**config.mk**
```make
export PLATFORM = sky130hd
export DESIGN_NAME = addsub_sext
export DESIGN_NICKNAME = d
export VERILOG_FILES = /design/src/rtl/addsub_pkg.sv /design/src/rtl/operand_cond.sv /design/src/rtl/carry_chain.sv /design/src/rtl/sign_fill.sv /design/src/rtl/addsub_sext.sv
export SDC_FILE = /design/constraint.sdc
export NUM_CORES = 1
export LEC_CHECK = 0
export ABC_CLOCK_PERIOD_IN_PS = 11900
export BUFFER_PORTS_ARGS = -buffer_cell sky130_fd_sc_hd__buf_2
export CORE_AREA = 8 8 45 47
export DETAILED_ROUTE_END_ITERATION = 8
export DIE_AREA = 0 0 53 55
export GPL_ROUTABILITY_DRIVEN = 1
export PLACE_DENSITY = 0.67
export SLEW_MARGIN = 10
export SYNTH_ARGS = -nofsm -noshare
export SYNTH_HDL_FRONTEND = slang
export SYNTH_SLANG_ARGS = --single-unit
```
**constraint.sdc**
```tcl
create_clock -name vclk -period 11.9
set_input_delay 2.38 -clock vclk [all_inputs]
set_output_delay 2.38 -clock vclk [all_outputs]
set_load 0.05 [all_outputs]
```
**src/rtl/addsub_pkg.sv**
```systemverilog
package addsub_pkg;

    // Operation selected by the mode input
    typedef enum logic {
        OP_ADD = 1'b0,
        OP_SUB = 1'b1
    } op_e;

endpackage

```
**src/rtl/operand_cond.sv**
```systemverilog
module operand_cond
    import addsub_pkg::*;
#(
    parameter int N = 8
) (
    input  logic [N-1:0] b_in,
    input  op_e          op,
    output logic [N-1:0] b_eff,
    output logic         cin
);

    logic inv;

    assign inv = (op == OP_SUB);
    assign cin = inv;

    // One XOR per operand bit: invert the operand when subtracting
    for (genvar i = 0; i < N; i++) begin : g_xor
        assign b_eff[i] = b_in[i] ^ inv;
    end

endmodule

```
**src/rtl/carry_chain.sv**
```systemverilog
module carry_chain #(
    parameter int N = 8
) (
    input  logic [N-1:0] a,
    input  logic [N-1:0] b,
    input  logic         cin,
    output logic [N-1:0] sum,
    output logic         c_top_in,
    output logic         c_out
);

    logic [N:0] c;

    assign c[0] = cin;

    // One full adder per bit, chained through the carries
    for (genvar i = 0; i < N; i++) begin : g_fa
        assign sum[i]  = a[i] ^ b[i] ^ c[i];
        assign c[i+1]  = (a[i] & b[i]) | (a[i] & c[i]) | (b[i] & c[i]);
    end

    assign c_top_in = c[N-1];
    assign c_out    = c[N];

    // The bitwise chain must agree with whole-word arithmetic
    always_comb begin
        p_chain_sum_r1: assert ({c_out, sum} == ({1'b0, a} + {1'b0, b} + {{N{1'b0}}, cin}))
            else $error("carry chain disagrees with word sum");
    end

endmodule

```
**src/rtl/sign_fill.sv**
```systemverilog
module sign_fill (
    input  logic a_msb,
    input  logic b_msb,
    input  logic sum_msb,
    input  logic c_top_in,
    input  logic c_out,
    output logic ovf,
    output logic ext
);

    logic flip;

    // The carries into and out of the top bit disagree on overflow
    assign ovf  = c_top_in ^ c_out;
    assign flip = ovf;
    // On overflow the true sign is the inverse of the sum MSB
    assign ext  = sum_msb ^ flip;

    // Check R4 against the operand-sign view of overflow
    always_comb begin
        p_ovf_signs_r4: assert (ovf == ((a_msb == b_msb) && (sum_msb != a_msb)))
            else $error("overflow flag disagrees with operand signs");
    end

endmodule

```
**src/rtl/addsub_sext.sv**
```systemverilog
module addsub_sext
    import addsub_pkg::*;
#(
    parameter int N = 8
) (
    input  logic [N-1:0] op_a,
    input  logic [N-1:0] op_b,
    input  logic         mode_sub,
    output logic [N-1:0] res_lo,
    output logic [N-1:0] res_hi,
    output logic         ovf_flag
);

    localparam int MSB = N - 1;

    op_e          op;
    logic [N-1:0] b_eff;
    logic         cin;
    logic [N-1:0] sum;
    logic         c_top_in;
    logic         c_out;
    logic         ext;

    assign op = op_e'(mode_sub);

    operand_cond #(.N(N)) u_cond (
        .b_in  (op_b),
        .op    (op),
        .b_eff (b_eff),
        .cin   (cin)
    );

    carry_chain #(.N(N)) u_chain (
        .a        (op_a),
        .b        (b_eff),
        .cin      (cin),
        .sum      (sum),
        .c_top_in (c_top_in),
        .c_out    (c_out)
    );

    sign_fill u_fill (
        .a_msb    (op_a[MSB]),
        .b_msb    (b_eff[MSB]),
        .sum_msb  (sum[MSB]),
        .c_top_in (c_top_in),
        .c_out    (c_out),
        .ovf      (ovf_flag),
        .ext      (ext)
    );

    assign res_lo = sum;
    assign res_hi = {N{ext}};

    // Output relations between the chain and the sign-fill stage
    always_comb begin
        p_hi_uniform_r6: assert ((res_hi == '0) || (res_hi == '1))
            else $error("high bus is not uniform");
        p_no_overflow_r3: assert (ovf_flag || (res_hi[0] == res_lo[MSB]))
            else $error("extension differs from sum MSB without overflow");
        p_overflow_fix_r5: assert (!ovf_flag || (res_hi[0] != res_lo[MSB]))
            else $error("extension not corrected on overflow");
    end

endmodule

```
======== Word level (Yosys, flattened, before mapping) ========
Index checks and enable logic that the tools add are counted.
word-level totals
  register bits ........................... 0
  input bits .............................. 17
  output and inout bits ................... 17
  logic and storage cells ................. 66
operators by class
  bitwise gates (word level) .............. 66
operators by type and width
  cell         number
  $xor 1x1->1  26
  $and 1x1->1  24
  $or 1x1->1   16

======== Longest topological paths before layout ========
  depth in word-level cells ............... 27
  depth in mapped cells ................... 12
  mapped depth without buffers ............ 10

======== Cells and area by module ========
Synthesis repeated with hierarchy kept, for this count alone.
unflattened totals
  cell total of the unflattened synthesis .. 38
  area, all modules ....................... 379.1 um2
by module, submodules not included
  module        instances  cells each  area an instance (um2)  sequential area each (um2)
  carry_chain   1          18          197.7                   0.0
  operand_cond  1          10          88.8                    0.0
  addsub_sext   1          8           60.1                    0.0
  sign_fill     1          2           32.5                    0.0

======== Least setup slack after synthesis ========
Ideal clock, no wire load.
  path kind ............................... input port to output port
  start point ............................. in mode_sub
  end point ............................... out ovf_flag
  data arrival time ....................... 6,044 ps
  required time ........................... 9,520 ps
  slack ................................... 3,476 ps
  cell stages on the path ................. 11
  path buffers ............................ 1
  path through ............................ buf_6 xor2_1 fa_1 inv_1 fa_1 fa_1 fa_1 fa_1 fa_1 fa_1 xor2_1
on the way
  longest elaborated chain between the ends .. 26
  elaborated cells between the ends (all ways) .. 49
  those cells by class .................... bitwise (49)
ends and longest elaborated chain
  what                     RTL line            text
  start, declared          addsub_sext.sv:8    input logic mode_sub,
  $xor 1x1->1              operand_cond.sv:19  assign b_eff[i] = b_in[i] ^ inv;
  $and 1x1->1              carry_chain.sv:19   assign c[i+1] = (a[i] & b[i]) | (a[i] & c[i]) | (b[i] & c[i]);
  $or 1x1->1 (2 in a row)  carry_chain.sv:19
  $and 1x1->1              carry_chain.sv:19
  $or 1x1->1 (2 in a row)  carry_chain.sv:19
  $and 1x1->1              carry_chain.sv:19
  $or 1x1->1 (2 in a row)  carry_chain.sv:19
  $and 1x1->1              carry_chain.sv:19
  (+3 left out)            n/a
  $or 1x1->1 (2 in a row)  carry_chain.sv:19
  $and 1x1->1              carry_chain.sv:19
  $or 1x1->1 (2 in a row)  carry_chain.sv:19
  $and 1x1->1              carry_chain.sv:19
  $or 1x1->1 (2 in a row)  carry_chain.sv:19
  $and 1x1->1              carry_chain.sv:19
  $or 1x1->1 (2 in a row)  carry_chain.sv:19
  $xor 1x1->1 (*)          sign_fill.sv:14     assign ovf = c_top_in ^ c_out;
  end, declared            addsub_sext.sv:11   output logic ovf_flag
Mark *: on every way between the ends. The rest lies on a longest branch, timed or not.

======== Final worst setup path ========
Same ends and word-level chain as after synthesis.

==> impl_results.md <==
* Cell taking the most area after synthesis: sky130_fd_sc_hd__fa_1
* Standard cell core area at roughly 0.0014 mm2
* Std cell rows at 14
* Count of yosys warnings during synthesis at 0
* Worst Path Max Fanout at 9
* Mean Syn Cell Area at 9.21 um2
* Final total negative setup slack at 0 ps
* Worst path required time at 9520 ps
* Post-synth top area share at 41.4%
* Total Routed Length at around 820 um
* Critical path data arrival time at 5910 ps
* Final net count at 93
* Worst hold path cell count at 3
* Maximum Capacitance Violations at 0
* Area taken by flip-flops and latches at 0 um2
* Average wire length per cell after detail routing at around 9.9 um
* Largest cells by area after synthesis: sky130_fd_sc_hd__fa_1 41%, sky130_fd_sc_hd__buf_4 17%, sky130_fd_sc_hd__xnor2_1 14%, sky130_fd_sc_hd__inv_1 13%, sky130_fd_sc_hd__xor2_1 9.1%
* Die outline height at around 55 um
* Post-route core utilization at between 30% and 40%
* Routed via count at approximately 320
* Max Transition Viols Final at 0
* Routability-driven placement congestion ratio at 0.727
* Top cell types by occurrence after synthesis: 13 x sky130_fd_sc_hd__inv_1, 9 x sky130_fd_sc_hd__buf_4, 8 x sky130_fd_sc_hd__fa_1
* HP Class: in -> out
* Fraction of layout cells with a size suffix above 1 at 53.0%
* Resized Gates After CTS at 0
* Effective utilization at floorplan at 27.9%
* Number of endpoints with negative hold slack in the final report at 0
* Signed area change from the synthesized netlist to the final layout at 28.8%
* Leakage at 0.000295 uW
* Min Clock Period, post-route at 8290 ps
* Final number of setup-violating endpoints at 0
* Worst Setup Start Kind: primary input
* Count of buffers inserted at the top-level ports at 34
* Setup repair after global routing missed its margin: false
* First-pass iteration count of the detailed router at 1
* Origin of the worst setup path: mode_sub
* Largest net degree at the start of global routing at 10
* Crit Path Class: in -> out
* Start point of the worst min-delay path: op_a[0]
* IR Drop Worst-Case VDD at 0.0000731 V
* Status: completed
* Routed vias/inst at 3.88
* Initial antenna violation count at 0
* Total standard cell area after synthesis at 387 um2
* Count of mapped cells out of synthesis at 42
* Global-route wire length before repair at 1380 um
* Num sequential at 0
* ANT cells at 0
* Worst-case headroom to the max-slew limit at between 80% and 90%
* Number of DRC violations after detailed routing at 0
* Highest Clock Rate at 121 MHz
* Hold bufs inserted after CTS at 0
* Mapped Nets at 67
* Sum of overflow across all layers after global routing at 0
* Setup repair bufs after CTS at 0
* Yosys cell types at 7
* Category of the worst setup path capture point: output pin
* Clkbuf count at 0
* Total track usage at roughly 5.7%
* Ports placed on the boundary at 34
* Count of nets left with antenna violations after detail routing at 0
* Transition time of the tightest slew-check pin at 257 ps
* Fin worst setup slack at 3610 ps
* Most frequent cell after synthesis: sky130_fd_sc_hd__inv_1
* Hold Crit Endpoint: res_lo[0]
* P per Cell Area at 155 mW/mm2
* Final clock period utilization by the worst path at 69.7%
* Die width at 53 um
* Vias in the first global route at 353
* Initial DRC Count at 0
* Sequential-to-total area share from yosys stat at 0%
* Die area at 0.00292 mm2
* Pre-CTS setup slack at 3600 ps
[kinds of logic after synthesis]
group,Yosys count,share of synthesized area [%]
muxes,1,2.91
adders and majority gates,8,41.4
xor gates and xnor gates,10,22.7
buffers and inverters,23,33.0
[worst max path at each step]
stage | to | slack [ps] | cells after the start
after floorplan | ovf_flag | 3480 | 11
after global placement | ovf_flag | 3630 | 12
after detailed placement | ovf_flag | 3600 | 12
after CTS | ovf_flag | 3590 | 12
after global routing | ovf_flag | 3390 | 12
final | ovf_flag | 3610 | 12
[through the flow]
step	cells	power, uW	hold slack [ps]	cell area (um2)
floorplan	42	69.0	5030	387
finish	82	77.4	5110	498
global route	82	82.6	5140	498
global placement	82	77.6	5110	498
CTS	82	78.6	5120	498
detailed placement	82	78.5	5120	498
[cells in the final DEF (no fill, tap or decap)]
cell type / n
sky130_fd_sc_hd__xnor2_1: 6
sky130_fd_sc_hd__buf_2: 34
sky130_fd_sc_hd__mux2_2: 1
sky130_fd_sc_hd__xor2_1: 4
sky130_fd_sc_hd__fa_1: 8
sky130_fd_sc_hd__inv_1: 13
[critical path, stage by stage]
cell,delay [ps]
sky130_fd_sc_hd__buf_2,230
sky130_fd_sc_hd__xor2_1,220
sky130_fd_sc_hd__fa_1,210
sky130_fd_sc_hd__inv_1,50
sky130_fd_sc_hd__fa_1,370
sky130_fd_sc_hd__fa_1,390
sky130_fd_sc_hd__fa_1,390
sky130_fd_sc_hd__fa_1,380
sky130_fd_sc_hd__fa_1,450
sky130_fd_sc_hd__fa_1,400
sky130_fd_sc_hd__xor2_1,150
sky130_fd_sc_hd__buf_2,280
[routing by layer]
metal / up-vias / GRT usage [%] / part of all wire (%)
met2: 27 / 9.57 / 44
met3: 0 / 1.87 / 21
met4: 0 / 0 / 0
li1: 151 / - / -
met5: - / 0 / 0
met1: 140 / 7.23 / 35
[report_power, final]
part / switching [uW] / internal, uW / leakage (uW)
sequential: 0 / 0 / 0
clock: 0 / 0 / 0
combinational: 59.7 / 17.8 / 0.000295
total: 59.7 / 17.8 / 0.000295
[final cells by class]
cell class                 instances  area, um2
timing repair buffer              34        170
fill                             154        886
inverter                          13       48.8
tap                               16       20.0
multi-input combinational         19        259
(Power assumes the default switching activity.)
